`config.mk`:
```
export PLATFORM = sky130hd
export DESIGN_NAME = operand_fetch_unit
export DESIGN_NICKNAME = d
export VERILOG_FILES = /design/src/rtl/ofu_pkg.sv /design/src/rtl/ofu_regfile.sv /design/src/rtl/ofu_agen.sv /design/src/rtl/ofu_seq.sv /design/src/rtl/operand_fetch_unit.sv
export SDC_FILE = /design/constraint.sdc
export NUM_CORES = 1
export LEC_CHECK = 0
export BUFFER_PORTS_ARGS = -buffer_cell sky130_fd_sc_hd__buf_2
export CAP_MARGIN = 20
export CORE_MARGIN = 2
export CORE_UTILIZATION = 45
export DETAILED_ROUTE_END_ITERATION = 16
export SLEW_MARGIN = 15
export SYNTH_ARGS = -nofsm -noshare
export SYNTH_HDL_FRONTEND = slang
export SYNTH_SLANG_ARGS = --single-unit
```
`constraint.sdc`:
```
create_clock -name clk -period 6.7 [get_ports clk]
set_input_delay 1.005 -clock clk [delete_from_list [all_inputs] [get_ports clk]]
set_output_delay 1.005 -clock clk [all_outputs]
set_load 0.01 [all_outputs]
```
`src/rtl/ofu_pkg.sv`:
```
package ofu_pkg;

    typedef enum logic [2:0] {
        AM_IMM    = 3'd0,
        AM_DIR    = 3'd1,
        AM_IND    = 3'd2,
        AM_RIND   = 3'd3,
        AM_RMIND  = 3'd4,
        AM_BDISP  = 3'd5,
        AM_INDEX  = 3'd6,
        AM_BINDEX = 3'd7
    } amode_e;

    typedef enum logic [1:0] {
        XS_NONE = 2'd0,
        XS_INC  = 2'd1,
        XS_DEC  = 2'd2,
        XS_NOP3 = 2'd3
    } xstep_e;

    typedef enum logic [1:0] {
        LT_AC  = 2'd0,
        LT_RX  = 2'd1,
        LT_RB  = 2'd2,
        LT_GPR = 2'd3
    } ldtgt_e;

    typedef enum logic [2:0] {
        SQ_IDLE,
        SQ_RD_PTR,
        SQ_PTR_DATA,
        SQ_RD_OPND,
        SQ_OPND_DATA,
        SQ_FINISH
    } seq_e;

    function automatic logic mode_chases_pointer(amode_e m);
        return (m == AM_IND) || (m == AM_RMIND);
    endfunction

    function automatic logic step_active(xstep_e s);
        return (s == XS_INC) || (s == XS_DEC);
    endfunction

endpackage

```
`src/rtl/ofu_regfile.sv`:
```
module ofu_regfile
    import ofu_pkg::*;
#(
    parameter int DW   = 16,
    parameter int AW   = 8,
    parameter int NGPR = 4,
    parameter int RW   = 2
) (
    input  logic          clk,
    input  logic          rst,
    input  logic          ld_we,
    input  ldtgt_e        ld_tgt,
    input  logic [RW-1:0] ld_gpr,
    input  logic [DW-1:0] ld_data,
    input  logic          acc_we,
    input  logic [DW-1:0] acc_addend,
    input  logic          rx_we,
    input  logic          rx_down,
    input  logic [RW-1:0] ri_sel,
    output logic [DW-1:0] acc_q,
    output logic [AW-1:0] rx_q,
    output logic [AW-1:0] rb_q,
    output logic [AW-1:0] ri_q
);
    logic [AW-1:0] gpr_q [NGPR];

    always_ff @(posedge clk) begin
        if (rst) begin
            acc_q <= '0;
        end else if (acc_we) begin
            acc_q <= acc_q + acc_addend;
        end else if (ld_we && ld_tgt == LT_AC) begin
            acc_q <= ld_data;
        end
    end

    always_ff @(posedge clk) begin
        if (rst) begin
            rx_q <= '0;
        end else if (rx_we) begin
            rx_q <= rx_down ? rx_q - AW'(1) : rx_q + AW'(1);
        end else if (ld_we && ld_tgt == LT_RX) begin
            rx_q <= ld_data[AW-1:0];
        end
    end

    always_ff @(posedge clk) begin
        if (rst) begin
            rb_q <= '0;
        end else if (ld_we && ld_tgt == LT_RB) begin
            rb_q <= ld_data[AW-1:0];
        end
    end

    for (genvar g = 0; g < NGPR; g++) begin : g_gpr
        always_ff @(posedge clk) begin
            if (rst) begin
                gpr_q[g] <= '0;
            end else if (ld_we && ld_tgt == LT_GPR && ld_gpr == RW'(g)) begin
                gpr_q[g] <= ld_data[AW-1:0];
            end
        end
    end

    assign ri_q = gpr_q[ri_sel];

endmodule

```
`src/rtl/ofu_agen.sv`:
```
module ofu_agen
    import ofu_pkg::*;
#(
    parameter int AW = 8
) (
    input  amode_e        mode,
    input  logic [AW-1:0] x_fld,
    input  logic [AW-1:0] ri_val,
    input  logic [AW-1:0] rx_val,
    input  logic [AW-1:0] rb_val,
    output logic [AW-1:0] first_addr
);
    always_comb begin
        unique case (mode)
            AM_RIND, AM_RMIND: first_addr = ri_val;
            AM_BDISP:          first_addr = rb_val + x_fld;
            AM_INDEX:          first_addr = x_fld + rx_val;
            AM_BINDEX:         first_addr = rb_val + rx_val + x_fld;
            default:           first_addr = x_fld;
        endcase
    end
endmodule

```
`src/rtl/ofu_seq.sv`:
```
module ofu_seq
    import ofu_pkg::*;
#(
    parameter int DW      = 16,
    parameter int AW      = 8,
    parameter int MAX_IND = 4
) (
    input  logic          clk,
    input  logic          rst,
    input  logic          start,
    input  amode_e        mode_in,
    input  xstep_e        step_in,
    input  logic [AW-1:0] x_in,
    input  logic [AW-1:0] first_addr,
    input  logic [DW-1:0] mem_rdata,
    output logic          mem_rd,
    output logic [AW-1:0] mem_addr,
    output logic          busy,
    output logic          done,
    output logic          err,
    output logic          acc_we,
    output logic [DW-1:0] operand,
    output logic          rx_we,
    output logic          rx_down
);
    localparam int CW = $clog2(MAX_IND) + 1;

    seq_e          st_q;
    amode_e        mode_q;
    xstep_e        step_q;
    logic [AW-1:0] addr_q;
    logic [DW-1:0] opnd_q;
    logic [CW-1:0] ptr_cnt_q;
    logic          fail_q;

    logic ptr_flag;
    assign ptr_flag = (mode_q == AM_IND) && mem_rdata[DW-1];

    always_ff @(posedge clk) begin
        if (rst) begin
            st_q      <= SQ_IDLE;
            mode_q    <= AM_IMM;
            step_q    <= XS_NONE;
            addr_q    <= '0;
            opnd_q    <= '0;
            ptr_cnt_q <= '0;
            fail_q    <= 1'b0;
            done      <= 1'b0;
            err       <= 1'b0;
        end else begin
            done <= 1'b0;
            err  <= 1'b0;
            unique case (st_q)
                SQ_IDLE: if (start) begin
                    mode_q    <= mode_in;
                    step_q    <= step_in;
                    ptr_cnt_q <= '0;
                    fail_q    <= 1'b0;
                    addr_q    <= first_addr;
                    if (mode_in == AM_IMM) begin
                        opnd_q <= DW'(x_in);
                        st_q   <= SQ_FINISH;
                    end else if (mode_chases_pointer(mode_in)) begin
                        st_q <= SQ_RD_PTR;
                    end else begin
                        st_q <= SQ_RD_OPND;
                    end
                end
                SQ_RD_PTR:  st_q <= SQ_PTR_DATA;
                SQ_PTR_DATA: begin
                    addr_q <= mem_rdata[AW-1:0];
                    if (!ptr_flag) begin
                        st_q <= SQ_RD_OPND;
                    end else if (ptr_cnt_q == CW'(MAX_IND - 1)) begin
                        fail_q <= 1'b1;
                        st_q   <= SQ_FINISH;
                    end else begin
                        ptr_cnt_q <= ptr_cnt_q + CW'(1);
                        st_q      <= SQ_RD_PTR;
                    end
                end
                SQ_RD_OPND: st_q <= SQ_OPND_DATA;
                SQ_OPND_DATA: begin
                    opnd_q <= mem_rdata;
                    st_q   <= SQ_FINISH;
                end
                SQ_FINISH: begin
                    done <= 1'b1;
                    err  <= fail_q;
                    st_q <= SQ_IDLE;
                end
                default: st_q <= SQ_IDLE;
            endcase
        end
    end

    assign busy     = (st_q != SQ_IDLE);
    assign mem_rd   = (st_q == SQ_RD_PTR) || (st_q == SQ_RD_OPND);
    assign mem_addr = addr_q;
    assign operand  = opnd_q;
    assign acc_we   = (st_q == SQ_FINISH) && !fail_q;
    assign rx_we    = acc_we && step_active(step_q);
    assign rx_down  = (step_q == XS_DEC);


    ptr_depth_chk: assert property (@(posedge clk) disable iff (rst)
        ptr_cnt_q < CW'(MAX_IND));


    err_with_done_chk: assert property (@(posedge clk) disable iff (rst)
        err |-> done);


    done_pulse_chk: assert property (@(posedge clk) disable iff (rst)
        done |=> !done);


    rd_in_busy_chk: assert property (@(posedge clk) disable iff (rst)
        mem_rd |-> busy);


    busy_end_chk: assert property (@(posedge clk) disable iff (rst)
        $fell(busy) |-> done);

endmodule

```
`src/rtl/operand_fetch_unit.sv`:
```
module operand_fetch_unit
    import ofu_pkg::*;
#(
    parameter int DW      = 16,
    parameter int AW      = 8,
    parameter int NGPR    = 4,
    parameter int MAX_IND = 4,
    localparam int RW     = (NGPR > 1) ? $clog2(NGPR) : 1
) (
    input  logic          clk,
    input  logic          rst,
    input  logic          start,
    input  logic [2:0]    mode_i,
    input  logic [1:0]    idx_op_i,
    input  logic [RW-1:0] ri_sel_i,
    input  logic [AW-1:0] x_i,
    input  logic          ld_en,
    input  logic [1:0]    ld_sel,
    input  logic [RW-1:0] ld_gpr,
    input  logic [DW-1:0] ld_data,
    output logic          mem_rd,
    output logic [AW-1:0] mem_addr,
    input  logic [DW-1:0] mem_rdata,
    output logic          busy,
    output logic          done,
    output logic          err,
    output logic [DW-1:0] acc_o,
    output logic [AW-1:0] idx_o
);
    amode_e        mode_w;
    xstep_e        step_w;
    ldtgt_e        tgt_w;
    logic          ld_ok;
    logic          acc_we_w, rx_we_w, rx_down_w;
    logic [DW-1:0] operand_w;
    logic [AW-1:0] rb_w, ri_w, ea_w;

    assign mode_w = amode_e'(mode_i);
    assign step_w = xstep_e'(idx_op_i);
    assign tgt_w  = ldtgt_e'(ld_sel);
    assign ld_ok  = ld_en && !busy;

    ofu_regfile #(.DW(DW), .AW(AW), .NGPR(NGPR), .RW(RW)) regs_i (
        .clk       (clk),
        .rst       (rst),
        .ld_we     (ld_ok),
        .ld_tgt    (tgt_w),
        .ld_gpr    (ld_gpr),
        .ld_data   (ld_data),
        .acc_we    (acc_we_w),
        .acc_addend(operand_w),
        .rx_we     (rx_we_w),
        .rx_down   (rx_down_w),
        .ri_sel    (ri_sel_i),
        .acc_q     (acc_o),
        .rx_q      (idx_o),
        .rb_q      (rb_w),
        .ri_q      (ri_w)
    );

    ofu_agen #(.AW(AW)) agen_i (
        .mode      (mode_w),
        .x_fld     (x_i),
        .ri_val    (ri_w),
        .rx_val    (idx_o),
        .rb_val    (rb_w),
        .first_addr(ea_w)
    );

    ofu_seq #(.DW(DW), .AW(AW), .MAX_IND(MAX_IND)) seq_i (
        .clk       (clk),
        .rst       (rst),
        .start     (start),
        .mode_in   (mode_w),
        .step_in   (step_w),
        .x_in      (x_i),
        .first_addr(ea_w),
        .mem_rdata (mem_rdata),
        .mem_rd    (mem_rd),
        .mem_addr  (mem_addr),
        .busy      (busy),
        .done      (done),
        .err       (err),
        .acc_we    (acc_we_w),
        .operand   (operand_w),
        .rx_we     (rx_we_w),
        .rx_down   (rx_down_w)
    );

    logic ld_ac_w, ld_rx_w;
    assign ld_ac_w = ld_ok && (tgt_w == LT_AC);
    assign ld_rx_w = ld_ok && (tgt_w == LT_RX);


    acc_hold_chk: assert property (@(posedge clk) disable iff (rst)
        (!done && !$past(ld_ac_w)) |-> $stable(acc_o));


    idx_hold_chk: assert property (@(posedge clk) disable iff (rst)
        (!done && !$past(ld_rx_w)) |-> $stable(idx_o));


    err_freeze_chk: assert property (@(posedge clk) disable iff (rst)
        err |-> ($stable(acc_o) && $stable(idx_o)));

endmodule

```
# == Word level (Yosys, flattened, before mapping) ==
# Memories as Yosys holds them, arrays and structs flattened.
# Cells that the tools add are included.
# W data, S select, Z words.
# totals
mem_count,1
ramBits,32
latchBits,0
mem_bits_ro,0
in_bits,55
output_inout_bits,36
register_bits,70
# classes
reduce_logical,33
bitwise_logic,5
muxes,44
order_cmp,0
n_eq_ne,26
shifts,0
addsub,8
div_mod_pow,0
n_mul,0
# memory_table
memory,depth,width,read_ports,rd_ports_with_merged_regs,wr,line_no,rtl
regs_i.gpr_q,4,8,1,0,4,ofu_regfile.sv:25,logic [AW-1:0] gpr_q [NGPR];
# ops
operator,n
$mux W16,4
$mux W8,8
$add A8 B8 Y8,4
$pmux W16 S2,1
$pmux W8 S4,1
$mux W3,7
$eq A3 B2 Y1 const B,6
$eq A3 B3 Y1 const B,6
$mux W1,18
$add A16 B16 Y16,1
$pmux W8 S2,1
$pmux W3 S5,1
$logic_and A1 B1 Y1,12
$eq A2 B2 Y1 const B,5
$add A8 B1 Y8 const B,1
$reduce_and A4 Y1,2
$reduce_bool A2 Y1,4
$sub A8 B1 Y8 const B,1
$eq A2 B1 Y1 const B,3
$logic_not A3 Y1,2
$ne A2 B1 Y1 const B,3
$pmux W3 S2,1
$logic_not A2 Y1,2
$ne A2 B2 Y1 const B,2
12 further kinds,20

# == Depth between registers and ports, before layout ==
# depth
ltp_word,9
ltp_mapped,13
ltp_nobuf,12

# == Modules after synthesis ==
# Synthesis repeated with hierarchy kept, for this count alone.
# hier_totals
hier_cells,701
area_unflattened_um2,6735.2
# by_module_without_submodules
mod,instances,seq_area_each_um2,area_each_um2,cells_each
ofu_regfile,1,1601.5,3782.4,360
ofu_seq,1,760.7,1749.2,188
ofu_agen,1,0.0,1189.9,152
operand_fetch_unit,1,0.0,13.8,1

# == Worst setup path after synthesis ==
# Ideal clock, no wire load.
# synth_timing
path_kind,input to register
start,in mode_i[0]
end,reg seq_i.addr_q[6] (netlist: seq_i.mem_addr[6])
arrival_ns,3.236
slack_ns,3.378
path_stages,10
t_required_ns,6.614
cell_sequence,buf_2 nand3b_2 mux2_2 ha_1 nor2b_1 o31a_1 o21a_1 o21a_1 o31a_1 a221oi_2
# synth_via
elab_chain_len,5
# synth_rtl
element,line_no,rtl
start: declaration,operand_fetch_unit.sv:13,"input logic [2:0] mode_i,"
$eq A3 B2 Y1 / $eq A3 B3 Y1 (equally long branches),ofu_agen.sv:14,unique case (mode)
$reduce_or A2 Y1,ofu_agen.sv:14,
$pmux W8 S4 (*),ofu_agen.sv:14,
$mux W8 (*),ofu_seq.sv:54,SQ_IDLE: if (start) begin
$pmux W8 S2 (*),ofu_seq.sv:53,unique case (st_q)
end signal: assignment,ofu_seq.sv:59,addr_q <= first_addr;
end signal: assignment,ofu_seq.sv:71,addr_q <= mem_rdata[AW-1:0];
end: declaration,ofu_seq.sv:31,logic [AW-1:0] addr_q;
# Mark *: on every way between the ends. The rest lies on a longest branch, timed or not. The select of a mux whose other input is x is not followed.
# A chain may end at the register's enable or synchronous reset.

# == Final worst setup path ==
# layout_timing
start,in mode_i[2]
end,reg seq_i.addr_q[7] (netlist: seq_i.mem_addr[7])
# The elaborated chain is that of the path after synthesis.

==> out/metrics.csv <==
stage,metric,value,unit
worst_setup_path,worstSetupEndpointType,flop,
cells_and_area,syn_to_final_growth,13.0,%
die,die_y,126,um
clock_network,post_cts_buffers,0,
synth,synth_top_area_frac,0.211,
clock_network,h-tree-depth,3,
sta,period_minus_slack,3320,ps
worst_setup_path,cp.required,6920,ps
clock_network,cts_sinks,102,
cells_and_area,diodes,0,
sta,slew_viol_final,0,
worst_setup_path,crit_type,in2reg,
sta,clock_skew,9.46,ps
route,wl_met1,8650,um
route,wire_per_inst,19.1,um
die,io_pins,91,
sta,setup_viol,0,
worst_setup_path,startpoint,mode_i[2],
die,core_area,14500,um2
global_route,grt-ovfl-total,0,
clock_network,cts_resized,0,
sta,relSlewSlack,0.284,
worst_setup_path,cp_max_fo,24,
worst_setup_path,r2r_slack,3820,ps
sta,period_share,0.496,
die,std_cell_rows,44,
min_path,min_from,seq_i.mode_q[1],
route,routed_wl,18700,um
synth,synth_top_area_cell,dfxtp_1,
synth,syn_avg_cell_area,9.28,um2
global_route,grt_max_degree,71,
place,place_hpwl,14000,um
synth,yosysWarningCount,0,
route,vias_per_cell,5.85,
sta,hold_ws,460,ps
pwr,cellPowerDensity,208,nW/um2
route,drtPass1Iterations,5,
synth,synth_nets,820,
route,drt_iter0_drc,405,
place,place.gp.congestion,0.919,
global_route,antenna_found_initial,0,
worst_setup_path,worstPathArrival,3540,ps
synth,synth_ff_type,dfxtp_1,
route,met3_length,915,um
place,io_buffers,90,
global_route,grt_pass1_wl,29900,um
pwr,leakagePower,3.09,nW
sta,hold_viol_final,0,
worst_setup_path,crit_path_start_kind,input pin,
synth,synth_edf_count,32,
route,top_layer_used,met4,
synth,post_synth_most_frequent_cells,"nor2_1 (77), dfxtp_1 (70), nand2_1 (56)",
clock_network,cts.path.max_buffers,2,
cells_and_area,drive_above_1_share,0.188,
synth,synth_cells,717,
route,ant_nets,0,
sta,worst_pin_slew,1060,ps
synth,syn_area,6660,um2
route,drc_errors,0,
run_status,outcome,"finished, final reports clean",
global_route,grt_usage,0.242,
job,maxCapViolations,0,
route,wl_met2,8650,um
die,die_area,15800,um2
worst_setup_path,regToRegStartpoint,seq_i.st_q[2],
sta,tns,0,ps
min_path,min_path_type,reg2reg,
cells_and_area,nets,891,
clock_network,clk_latency,360,ps
synth,ys_ff_latch,102,
clock_network,cts_made_buffers,9,
synth,synth_most_common_cell,nor2_1,
synth,synth_area_leaders,"dfxtp_1 (21%), edfxtp_1 (14%), ha_1 (7.0%)",
die,die_x,126,um
route,vias,5718,
clock_network,path_clk_slew,70,ps
sta,max_freq,301,MHz
synth,yosysUniqueCellTypes,69,
clock_network,cts-root-buf,clkbuf_16,
synth,ys_seq_area_frac,0.355,
global_route,grt_pass1_vias,5529,
clock_network,cts_tree,done,
die,start_util,0.460,
synth,async_flop_share,0,
pwr,vdd_drop_max,0.121,mV
sta,rsz0062_at_grt,no,
clock_network,cts_hold_buf,0,
-- power breakdown --
group | internal (mW) | switching (mW) | leakage, nW
combinational | 0.130 | 0.189 | 2.05
clock | 0.294 | 0.252 | 0.143
sequential | 0.670 | 0.0307 | 0.900
total | 1.09 | 0.472 | 3.09
-- critical path: stages --
cell,delay (ps)
buf_2,350
nand3b_2,280
o21ai_0,300
ha_1,290
a211oi_1,420
o21ai_0,200
a31oi_1,230
xnor2_1,150
o221ai_1,160
o2bb2ai_1,150
-- final timing paths --
check | cells past startpoint | endpoint
max | 10 | seq_i.mem_addr[7]
min | 2 | seq_i.mode_q[1]
max reg2reg | 4 | regs_i.gpr_q[3][2]
min reg2reg | 2 | seq_i.mode_q[1]
-- sequential cells by signal, summed over array words and instances (netlist names), 2 cells and up --
register / count
regs_i.gpr_q: 32
regs_i.acc_q: 16
seq_i.operand: 16
regs_i.rb_q: 8
regs_i.rx_q: 8
seq_i.mem_addr: 8
seq_i.mode_q: 3
seq_i.ptr_cnt_q: 3
seq_i.st_q: 3
seq_i.step_q: 2
-- cell type report --
type                       instances  area [um2]
clock buffer                       9         225
multi-input combinational        550        4010
timing repair buffer              98         518
inverter                          27         101
fill                            1427        6950
tap                              184         230
clock inverter                     7        77.6
sequential                       102        2360
-- cell usage in the layout, fill, tap and decap left out, types with 26 or more instances in the layout --
cell       n
buf_2     90
nor2_1    77
dfxtp_1   70
nand2_1   56
a211oi_1  37
and2_1    37
ha_1      37
mux2i_1   32
edfxtp_1  32
o21ai_0   30
a21oi_1   29
inv_1     26
-- per-layer routing --
metal  GRT usage  vias to the layer above
met4      0.0837                        0
met5           0                        -
met1       0.333                     2741
met3      0.0387                       31
met2       0.390                      168
li1            -                     2778
-- per-stage QoR --
step	total power, mW	instances	setup slack (ps)	area (um2)	utilization
after floorplan	0.926	717	3380	6660	-
after global placement	1.02	960	3120	7210	0.498
after detailed placement	1.03	960	3030	7210	0.498
after CTS	1.58	976	3420	7510	0.519
after global routing	1.64	977	3080	7520	0.520
final	1.57	977	3380	7520	0.520
-- logic make-up after synthesis --
logic type / Yosys count / synth area share
and+or+nand+nor: 246 / 0.183
AOI/OAI and AO/OA: 177 / 0.184
DFF: 102 / 0.355
buffers and inverters: 65 / 0.0436
muxes: 53 / 0.0972
adders and majority gates: 48 / 0.103
xor gates and xnor gates: 26 / 0.0342
(Power assumes the default switching activity.)
